==> config.mk <==
export PLATFORM = sky130hd
export DESIGN_NAME = opstk_top
export DESIGN_NICKNAME = d
export VERILOG_FILES = /design/src/rtl/opstk_pkg.sv /design/src/rtl/opstk_alu.sv /design/src/rtl/opstk_bounds.sv /design/src/rtl/opstk_top.sv
export SDC_FILE = /design/constraint.sdc
export NUM_CORES = 1
export LEC_CHECK = 0
export BUFFER_PORTS_ARGS = -buffer_cell sky130_fd_sc_hd__buf_2
export CORE_MARGIN = 2
export CORE_UTILIZATION = 30
export CTS_CLUSTER_SIZE = 14
export DETAILED_ROUTE_END_ITERATION = 7
export GPL_ROUTABILITY_DRIVEN = 0
export HOLD_SLACK_MARGIN = 0.1
export PLACE_DENSITY = 0.51
export SYNTH_ARGS = -nofsm -noshare
export SYNTH_HDL_FRONTEND = slang
export SYNTH_SLANG_ARGS = --single-unit
==> constraint.sdc <==
create_clock -name clk -period 4.4 [get_ports clk]
set_clock_uncertainty 0.2 [all_clocks]
set_input_delay 0.88 -clock clk [delete_from_list [all_inputs] [get_ports clk]]
set_output_delay 0.88 -clock clk [all_outputs]
set_load 0.01 [all_outputs]
==> src/rtl/opstk_pkg.sv <==
package opstk_pkg;

    typedef enum logic [1:0] {
        K_SETUP = 2'd0,
        K_PUSH  = 2'd1,
        K_POP   = 2'd2,
        K_ALU   = 2'd3
    } cmd_kind_e;

    typedef enum logic [1:0] {
        OP_ADD = 2'd0,
        OP_SUB = 2'd1,
        OP_AND = 2'd2,
        OP_OR  = 2'd3
    } alu_op_e;

    typedef enum logic [1:0] {
        PH_IDLE  = 2'd0,
        PH_SPILL = 2'd1,
        PH_FILL  = 2'd2
    } phase_e;

endpackage

==> src/rtl/opstk_alu.sv <==
module opstk_alu
    import opstk_pkg::*;
#(
    parameter int DW = 16
) (
    input  alu_op_e       op,
    input  logic [DW-1:0] lhs,   // second entry
    input  logic [DW-1:0] rhs,   // top entry
    output logic [DW-1:0] res
);
    always_comb begin
        unique case (op)
            OP_ADD:  res = lhs + rhs;
            OP_SUB:  res = lhs - rhs;
            OP_AND:  res = lhs & rhs;
            OP_OR:   res = lhs | rhs;
            default: res = '0;
        endcase
    end
endmodule

==> src/rtl/opstk_bounds.sv <==
module opstk_bounds #(
    parameter int AW      = 8,
    parameter int DEPTH_W = AW + 1
) (
    input  logic [AW-1:0]      sp,
    input  logic [AW-1:0]      base,
    input  logic [AW-1:0]      limit,
    input  logic               top_v,
    input  logic               sec_v,
    output logic [AW-1:0]      spill_addr,
    output logic [AW-1:0]      fill_next,
    output logic               region_full,
    output logic               region_empty,
    output logic [DEPTH_W-1:0] depth
);
    // Next free word lies one above the pointer; a refill reads at the pointer.
    assign spill_addr   = sp + AW'(1);
    assign fill_next    = sp - AW'(1);
    assign region_full  = (sp >= limit);
    assign region_empty = (sp == base);
    assign depth        = DEPTH_W'(sp - base) + DEPTH_W'(top_v) + DEPTH_W'(sec_v);
endmodule

==> src/rtl/opstk_top.sv <==
module opstk_top
    import opstk_pkg::*;
#(
    parameter int DW = 16,
    parameter int AW = 8
) (
    input  logic          clk,
    input  logic          rst_n,
    input  logic          cmd_valid,
    input  logic [1:0]    cmd_kind,
    input  logic [1:0]    cmd_op,
    input  logic [DW-1:0] cmd_data,
    input  logic [AW-1:0] cfg_base,
    input  logic [AW-1:0] cfg_limit,
    output logic          busy,
    output logic          tos_valid,
    output logic [DW-1:0] tos_data,
    output logic [AW:0]   depth,
    output logic          fault_ovf,
    output logic          fault_unf,
    output logic          mem_req_valid,
    output logic          mem_we,
    output logic [AW-1:0] mem_addr,
    output logic [DW-1:0] mem_wdata,
    input  logic          mem_ready,
    input  logic [DW-1:0] mem_rdata
);
    localparam int DEPTH_W = AW + 1;

    typedef struct packed {
        phase_e        phase;
        logic [DW-1:0] top;
        logic [DW-1:0] sec;
        logic [DW-1:0] pend;
        logic          top_v;
        logic          sec_v;
        logic [AW-1:0] sp;
        logic [AW-1:0] base;
        logic [AW-1:0] limit;
        logic          ovf;
        logic          unf;
    } st_t;

    st_t st_q, st_d;

    logic [DW-1:0]      alu_res;
    logic [AW-1:0]      spill_addr;
    logic [AW-1:0]      fill_next;
    logic               region_full;
    logic               region_empty;
    logic [DEPTH_W-1:0] depth_w;
    logic               xfer;
    logic [AW-1:0]      base_w;
    logic [AW-1:0]      limit_w;

    opstk_alu #(.DW(DW)) u_alu (
        .op  (alu_op_e'(cmd_op)),
        .lhs (st_q.sec),
        .rhs (st_q.top),
        .res (alu_res)
    );

    opstk_bounds #(.AW(AW), .DEPTH_W(DEPTH_W)) u_bounds (
        .sp           (st_q.sp),
        .base         (st_q.base),
        .limit        (st_q.limit),
        .top_v        (st_q.top_v),
        .sec_v        (st_q.sec_v),
        .spill_addr   (spill_addr),
        .fill_next    (fill_next),
        .region_full  (region_full),
        .region_empty (region_empty),
        .depth        (depth_w)
    );

    assign xfer = mem_req_valid && mem_ready;

    always_comb begin
        st_d     = st_q;
        st_d.ovf = 1'b0;
        st_d.unf = 1'b0;
        unique case (st_q.phase)
            PH_IDLE: begin
                if (cmd_valid) begin
                    unique case (cmd_kind)
                        K_SETUP: begin
                            st_d.base  = cfg_base;
                            st_d.limit = cfg_limit;
                            st_d.sp    = cfg_base;
                            st_d.top_v = 1'b0;
                            st_d.sec_v = 1'b0;
                        end
                        K_PUSH: begin
                            if (!st_q.top_v) begin
                                st_d.top   = cmd_data;
                                st_d.top_v = 1'b1;
                            end else if (!st_q.sec_v) begin
                                st_d.sec   = st_q.top;
                                st_d.sec_v = 1'b1;
                                st_d.top   = cmd_data;
                            end else if (region_full) begin
                                st_d.ovf = 1'b1;
                            end else begin
                                st_d.pend  = cmd_data;
                                st_d.phase = PH_SPILL;
                            end
                        end
                        K_POP: begin
                            if (!st_q.top_v) begin
                                st_d.unf = 1'b1;
                            end else begin
                                st_d.top   = st_q.sec;
                                st_d.top_v = st_q.sec_v;
                                st_d.sec_v = 1'b0;
                                if (!region_empty) st_d.phase = PH_FILL;
                            end
                        end
                        K_ALU: begin
                            if (!st_q.sec_v) begin
                                st_d.unf = 1'b1;
                            end else begin
                                st_d.top   = alu_res;
                                st_d.sec_v = 1'b0;
                                if (!region_empty) st_d.phase = PH_FILL;
                            end
                        end
                        default: ;
                    endcase
                end
            end
            PH_SPILL: begin
                if (xfer) begin
                    st_d.sp    = spill_addr;
                    st_d.sec   = st_q.top;
                    st_d.top   = st_q.pend;
                    st_d.phase = PH_IDLE;
                end
            end
            PH_FILL: begin
                if (xfer) begin
                    st_d.sec   = mem_rdata;
                    st_d.sec_v = 1'b1;
                    st_d.sp    = fill_next;
                    st_d.phase = PH_IDLE;
                end
            end
            default: st_d.phase = PH_IDLE;
        endcase
    end

    always_ff @(posedge clk or negedge rst_n) begin
        if (!rst_n) begin
            st_q <= '{phase: PH_IDLE, default: '0};
        end else begin
            st_q <= st_d;
        end
    end

    assign busy          = (st_q.phase != PH_IDLE);
    assign tos_valid     = st_q.top_v;
    assign tos_data      = st_q.top;
    assign depth         = depth_w;
    assign fault_ovf     = st_q.ovf;
    assign fault_unf     = st_q.unf;
    assign mem_req_valid = (st_q.phase != PH_IDLE);
    assign mem_we        = (st_q.phase == PH_SPILL);
    assign mem_addr      = (st_q.phase == PH_SPILL) ? spill_addr : st_q.sp;
    assign mem_wdata     = st_q.sec;
    assign base_w        = st_q.base;
    assign limit_w       = st_q.limit;

endmodule

After elaboration in Yosys (flattened, before gate mapping). Cells that the tools add are included.

Word-level logic and storage cells: 102. Flip-flop bits (word level): 78. Output and inout bits: 55.

Bitwise gates (word level): 3. Multiplexer cells: 39. $lt $le $gt $ge: 1. Reductions and logical operators: 18. Equal/unequal tests: 23. Add/sub/neg operators: 7.

Operator list (number): 2-to-1 mux 32 bit (3); 2-to-1 mux 78 bit (1); 2-to-1 mux 16 bit (4); case mux 16 bit (4 select lines) (1); case mux 18 bit (3 select lines) (1); case mux 16 bit (3 select lines) (1); 2-to-1 mux 18 bit (2); 2-to-1 mux 34 bit (1); case mux 16 bit (2 select lines) (1); 2-to-1 mux 24 bit (1); case mux 8 bit (3 select lines) (1); adder 9 x 1 -> 9 bit (2); adder 16 bit (1); bitwise AND 16 bit (1); 2-to-1 mux 8 bit (2); bitwise OR 16 bit (1); subtractor 16 bit (1); != test 3 bit, second input constant (5); 2-to-1 mux 2 bit (7); AND reduction 7 bit (2); == test 2 bit, second input constant (5); AND reduction 5 bit (2); 2-to-1 mux 9 bit (1); AND reduction 9 bit (1); 22 further kinds (43).

Logic depth before layout (Yosys ltp). Gate-level depths: netlist of run 1.

Depth after elaboration: 7. Depth in mapped cells: 14. Depth with buffers taken out: 14.

By module. A second synthesis of run 1 with hierarchy kept.

Cells, all modules: 735. Area, all modules: 7034.2 um^2.

Modules (own cells, without submodules): opstk_top (times used 1, cells each 415, area each 4663.2 um^2, seq. area each 1951.9 um^2); opstk_alu (times used 1, cells each 197, area each 1405.1 um^2, seq. area each 0.0 um^2); opstk_bounds (times used 1, cells each 123, area each 965.9 um^2, seq. area each 0.0 um^2).

Worst setup path before layout of run 1. Ideal clock, no wire load.

Path type: input port to flip-flop. From: input cmd_op[1]. To: register st_q (netlist bit tos_data[12]). Required time: 4.074 ns. Stages on the path: 13. Library setup time: 0.126 ns. Data arrival time: 3.364 ns. Path slack: 0.711 ns. Path through: clkbuf_8 and2b_2 clkbuf_1 nor2_1 xnor2_1 ha_1 nor2b_1 o31a_1 o22ai_2 o221ai_1 xnor2_1 o21ai_1 a221o_1.

Word-level cells in the longest chain between the ends: 6.

Ends and longest elaborated chain: start, declared (line opstk_top.sv:11) `input logic [1:0] cmd_op,`; == test 2 bit, or another cell as far along (line opstk_alu.sv:12) `unique case (op)`; case mux 16 bit (4 select lines) (*) (line opstk_alu.sv:12); 2-to-1 mux 18 bit (*) (line opstk_top.sv:119) `if (!st_q.sec_v) begin`; case mux 18 bit (3 select lines) (*) (line opstk_top.sv:85) `unique case (cmd_kind)`; 2-to-1 mux 78 bit (*) (line opstk_top.sv:84) `if (cmd_valid) begin`; case mux 16 bit (2 select lines) (*) (line opstk_top.sv:82) `unique case (st_q.phase)`; end signal, assigned (line opstk_top.sv:155) `st_q <= st_d;`; end, declared (line opstk_top.sv:44) `st_t st_q, st_d;`.

Mark *: on every way between the ends. The rest lies on a longest branch, timed or not. The select of a mux whose other input is x is not followed. A chain may end at the register's enable or synchronous reset.

Final worst setup path of run 1.
From: register st_q[18] (netlist bit). To: output depth[8].

Word-level cells in the longest chain between the ends: 3.

Ends and longest elaborated chain: subtractor 8 x 8 -> 9 bit (line opstk_bounds.sv:21) `assign depth = DEPTH_W'(sp - base) + DEPTH_W'(top_v) + DEPTH_W'(sec_v);`; adder 9 x 1 -> 9 bit (2 in series) (line opstk_bounds.sv:21); end, declared (line opstk_top.sv:18) `output logic [AW:0] depth,`.

Every way passes these cells.

==> results_dict.tcl, run 1 <==
set metrics [dict create \
    crit_slowest_cell "dfrtp_2" \
    clk_latency_ns 0.35 \
    root_buffer "clkbuf_16" \
    antenna_found_initial 1 \
    first_pass_iters 5 \
    cts.repair.resized 0 \
    ant_nets 0 \
    place_ws_ns 0.472 \
    path_delay_family "adder cells" \
    area_growth_pct 13.3 \
    num_io_pins 111 \
    drive_gt1_share_pct 20.5 \
    grt_start_max_net_pins 55 \
    leakagePower_nw 3.41 \
    grt_pass1_vias 5296 \
    tritoncts "done" \
    synthFlopType "dfrtp_1" \
    cts_buffers 9 \
    grt_overflow 0 \
    status "finished, final reports clean" \
    nNetsFinal 927 \
    wl_mm 20.2 \
    setup_violations 0 \
    grt_util_all_layers_pct 17.8 \
    period_share_pct 95.0 \
    cts_setup_buffers 0 \
    cp-end-kind "output port" \
    ys_seq_area_share_pct 29.8 \
    power_density_mw_per_mm2 927 \
    async_flop_share_pct 100 \
    port_buffers 110 \
    max_freq_mhz 239 \
    fp.dieH_um 152 \
    cpPeakStageDelay_ns 0.43 \
    drc 0 \
    hold_viol_final 0 \
    synth_area_sq_mm 0.00654 \
    htree_levels 3 \
    worst-path-buf-inv 3 \
    syn_area_per_cell_sq_um 8.68 \
    min_period_ns 4.18 \
    die-area_sq_mm 0.0230 \
    grt_pass1_wl_mm 30.9 \
    ys_seq_elements 78 \
    synthesis.nets 866 \
    vias_per_cell 5.25 \
    holdCritPathClass "reg -> reg" \
    crit_path_cell_trace "inv_1 > ha_1 > inv_1 > fa_1 > fa_1 > a21o_1 > a21oi_1 > nor2b_1 > o21ai_1 > a21oi_1 > xnor2_1 > buf_2" \
    finalMaxSlewViolations 0 \
    initial_core_util_pct 30.3 \
    core-area_sq_mm 0.0216 \
    holdBufCountCts 0 \
    drt-initial-drc-count 507 \
    critPathArrivalTime_ns 3.10 \
    layout_setup_ws_ns 0.222 \
    fin_setup_tns_ns 0 \
    die_w_um 152 \
    worstMarginPinSlew_ns 1.01 \
    wire_per_inst_um 18.4 \
    cts_buffer_depth 2 \
    max-cap-violations 0 \
    rsz0062_at_grt "false" \
    clkSinkCount 78 \
    ir_drop_mv 0.352 \
    dp_hpwl_mm 14.8 \
    synth_cell_type_count 72 \
    row_count 54 \
    cp_data_required_time_ns 3.32 \
    yosysWarnings 0 \
    synth_edf_count 0 \
    slew_headroom_pct 32.4 \
    vias 5783 \
    power_w 0.00687 \
    start_kind "flip-flop" \
    crit_type "reg -> out" \
    netlist_instances 754 \
    crit_fanout 8 \
    clk_pin_slew_ns 0.07 \
]
-- area by class of cell --
type	count	area, sq um
clock buffers	10	239
flip-flops and latches	78	1950
fillers	2287	14200
diodes	1	2.50
inverters	42	158
multi-input cells	561	3970
well taps	280	350
repair buffers	123	651
clock inverters	6	91.3
-- power breakdown --
part           leakage [nW]  total, W  internal (W)  switching [W]
Clock                 0.163  0.000849      0.000517       0.000332
Sequential            0.976   0.00154       0.00104       0.000495
Combinational          2.27   0.00449       0.00194        0.00254
Total                  3.41   0.00687       0.00350        0.00337
-- registers in the layout, summed over array words and instances, names as in the netlist --
signal     cells
fault_ovf      1
mem_wdata     16
base_w         8
st_q          27
tos_data      16
fault_unf      1
tos_valid      1
limit_w        8
-- stage by stage --
stage	instances	utilization (%)	hold WS (ns)	instance area (sq um)
after floorplan	754	-	0.256	6540
after global placement	1084	32.8	0.268	7080
after detailed placement	1084	32.8	0.276	7080
after CTS	1100	34.3	0.291	7410
after global routing	1100	34.3	0.299	7410
final	1101	34.3	0.288	7420
-- placed cells by master (no fill, tap or decap), types with 11 or more instances in the layout --
| cell | n |
|---|---|
| buf_4 | 14 |
| nor2_1 | 71 |
| a21oi_1 | 69 |
| mux2_2 | 17 |
| ha_1 | 53 |
| mux2_1 | 16 |
| nand3_1 | 11 |
| dfrtp_1 | 77 |
| xor2_1 | 16 |
| o21ai_1 | 18 |
| nand2_1 | 53 |
| maj3_1 | 11 |
| a22oi_1 | 34 |
| inv_1 | 41 |
| buf_2 | 109 |
| xnor2_1 | 30 |
| o21ai_0 | 25 |
-- cells in the mapped netlist (all sizes together) (3+ instances only) --
library cell | n | area (sq um)
dfrtp | 78 | 1950
nor2 | 71 | 267
a21oi | 70 | 354
ha | 53 | 663
nand2 | 53 | 199
buf | 44 | 305
o21ai | 43 | 215
inv | 42 | 158
a22oi | 34 | 255
mux2 | 33 | 372
xnor2 | 30 | 263
clkbuf | 28 | 125
xor2 | 16 | 140
maj3 | 11 | 110
nand3 | 11 | 55.1
nand4 | 10 | 62.6
nor3 | 9 | 50.1
a211oi | 8 | 60.1
a31oi | 8 | 50.1
o211ai | 8 | 60.1
o21a | 8 | 60.1
a21o | 7 | 52.6
nor2b | 7 | 43.8
and3 | 6 | 37.5
a221oi | 5 | 50.0
nand2b | 5 | 31.3
o31ai | 5 | 37.5
a22o | 4 | 35.0
a222oi | 3 | 30.0
fa | 3 | 60.1
nor4 | 3 | 33.8
-- metal layers --
metal / vias up / share of wire, % / track usage [%]
met5: - / 0 / 0
met4: 0 / 1.3 / 5.46
met3: 19 / 5.9 / 3.38
met2: 172 / 43 / 26.3
met1: 2788 / 49 / 26.1
li1: 2804 / - / -
-- cell families after synthesis --
family,count (synthesis),share of synthesized area (%)
DFF,78,29.8
buffers and inverters,115,9.48
and+or+nand+nor,188,13.5
adders and majority gates,67,12.7
AOI/OAI and AO/OA,225,22.3
muxes,35,5.98
xor gates and xnor gates,46,6.16
-- worst paths after layout --
kind	end	slack, ns	startpoint	depth (start not counted)
setup reg to reg	tos_data[15]	0.75	tos_data[0]	14
min in group asynchronous	limit_w[3]	0.38	rst_n	1
hold reg to reg	st_q[40]	0.29	st_q[40]	1
setup / recovery	depth[8]	0.22	st_q[18]	12
hold / removal	st_q[40]	0.29	st_q[40]	1
max in group asynchronous	st_q[39]	2.78	rst_n	2
(Power assumes the default switching activity.)
==> run 2: changes to the inputs <==
- CTS_BUF_LIST: unset -> sky130_fd_sc_hd__clkbuf_8
==> run 2 against run 1 <==
Against the previous run:
- first-iteration DRC count down 1.4%
- clock power down 23%
- utilization down 0.43 points
- largest power group unchanged
==> results_dict.tcl, run 2 (synthesis gave the netlist of run 1 again) <==
set metrics [dict create \
    p_switching_w 0.00335 \
    max_freq_mhz 240 \
    cp_data_required_time_ns 3.32 \
    clk_pin_slew_ns 0.09 \
    num_io_pins 111 \
    regMostFlops "st_q" \
    pwr-share-seq_pct 22.9 \
    port_buffers 110 \
    drt-initial-drc-count 500 \
    busiest_layer "met1" \
    grtUsageMet2_pct 26.1 \
    drive_gt1_share_pct 20.6 \
    min_period_ns 4.17 \
    p_comb_share_pct 67.3 \
    area_growth_pct 11.9 \
    nNetsFinal 928 \
    grt_pass1_vias 5319 \
    max-cap-violations 0 \
    grt_start_max_net_pins 55 \
    clkSinkCount 78 \
    row_count 54 \
    die_w_um 152 \
    power_density_mw_per_mm2 911 \
    largest_reg_flops 27 \
    gr-usage-met1_pct 26.2 \
    final_cells 1102 \
    vias 5745 \
    antenna_found_initial 1 \
    final_cell_mix "109 x buf_2, 77 x dfrtp_1, 71 x nor2_1" \
    place_inst 1084 \
    clkPwrFrac_pct 9.8 \
    root_buffer "clkbuf_8" \
    tritoncts "done" \
    final_common_cell "buf_2" \
    crit_fanout 6 \
    slew_headroom_pct 32.7 \
    core-area_sq_mm 0.0216 \
    wl_mm 20.2 \
    dp_hpwl_mm 14.8 \
    whs_path_depth 1 \
    clk_latency_ns 0.39 \
    ff2ff_path_depth 14 \
    holdBufCountCts 0 \
    start_kind "flip-flop" \
    ir_drop_mv 0.352 \
    worstMarginPinSlew_ns 1.01 \
    first_pass_iters 5 \
    status "finished, final reports clean" \
    initial_core_util_pct 30.3 \
    fin_util_pct 33.9 \
    critPathArrivalTime_ns 3.09 \
    wire_per_inst_um 18.3 \
    cp-end-kind "output port" \
    sw_frac_of_total_pct 50.2 \
    cts_buffers 9 \
    use_met3_pct 3.23 \
    num-fill-cells 2297 \
    setup_violations 0 \
    period_share_pct 94.8 \
    cts_buffer_depth 2 \
    htree_levels 3 \
    hold_viol_final 0 \
    holdCritPathClass "reg -> reg" \
    p_int_w 0.00333 \
    leakagePower_nw 3.37 \
    grt_util_all_layers_pct 17.8 \
    grt_pass1_wl_mm 30.9 \
    fp.dieH_um 152 \
    vias_per_cell 5.21 \
    crit_type "reg -> out" \
    fin_setup_tns_ns 0 \
    grt_overflow 0 \
    rsz0062_at_grt "false" \
    ant_nets 0 \
    die-area_sq_mm 0.0230 \
    finalMaxSlewViolations 0 \
    drc 0 \
]
-- run 2: changes by cell type in the layout (fill, tap and decap cells not counted) --
cell       change
buf_4          +1
clkbuf_16      -9
clkbuf_8       +9
-- run 2: repair_timing --
item	4_1_cts	5_1_grt
setup buffers	0	1
resized for setup	0	2
setup endpoints to repair	0	2
-- run 2: area by class of cell --
type	instances	area (sq um)	share of cell area [%]
inverters	42	158	2.15
clock buffers	10	138	1.88
repair buffers	124	658	8.99
well taps	280	350	4.78
multi-input cells	561	3970	54.2
clock inverters	6	91.3	1.25
flip-flops and latches	78	1950	26.7
diodes	1	2.50	0.0342
-- run 2: through the flow --
stage	total power, W	hold WS [ns]	setup slack, ns	area, sq um
6_report	0.00667	0.294	0.230	7320
5_1_grt	0.00734	0.306	0.0131	7320
4_1_cts	0.00672	0.297	0.00885	7310
3_5_place_dp	0.00602	0.276	0.472	7080
3_3_place_gp	0.00602	0.268	0.498	7080
2_1_floorplan	0.00486	0.256	0.711	6540
-- run 2: final timing paths --
check	from	slack [ns]	end
max	st_q[18]	0.23	depth[8]
min	st_q[37]	0.29	st_q[37]
max reg2reg	tos_data[0]	0.69	tos_data[15]
min reg2reg	st_q[37]	0.29	st_q[37]
max in group asynchronous	rst_n	2.81	st_q[39]
min in group asynchronous	rst_n	0.36	limit_w[3]
-- run 2: power groups by stage --
stage / registers (W) / logic [W] / clock network, W
after global placement: 0.00155 / 0.00447 / 0
final: 0.00153 / 0.00449 / 0.000651
after floorplan: 0.00130 / 0.00356 / 0
after detailed placement: 0.00155 / 0.00447 / 0
after global routing: 0.00159 / 0.00504 / 0.000706
after CTS: 0.00154 / 0.00450 / 0.000680
-- run 2: layer usage --
metal | part of all wire [%] | routed length, um
met2 | 43 | 8700
met4 | 1.5 | 305
met1 | 50 | 10200
met5 | 0 | 0
met3 | 5.1 | 1030
-- run 2: worst max-delay path, cell delays in order, from the launching register on --
cell and delay [ns]:
dfrtp_2 0.41, inv_1 0.10, ha_1 0.31, inv_1 0.05, fa_1 0.41, fa_1 0.43, a21o_1 0.18, a21oi_1 0.21
nor2b_1 0.08, o21ai_1 0.17, a21oi_1 0.10, xnor2_1 0.12, buf_2 0.14
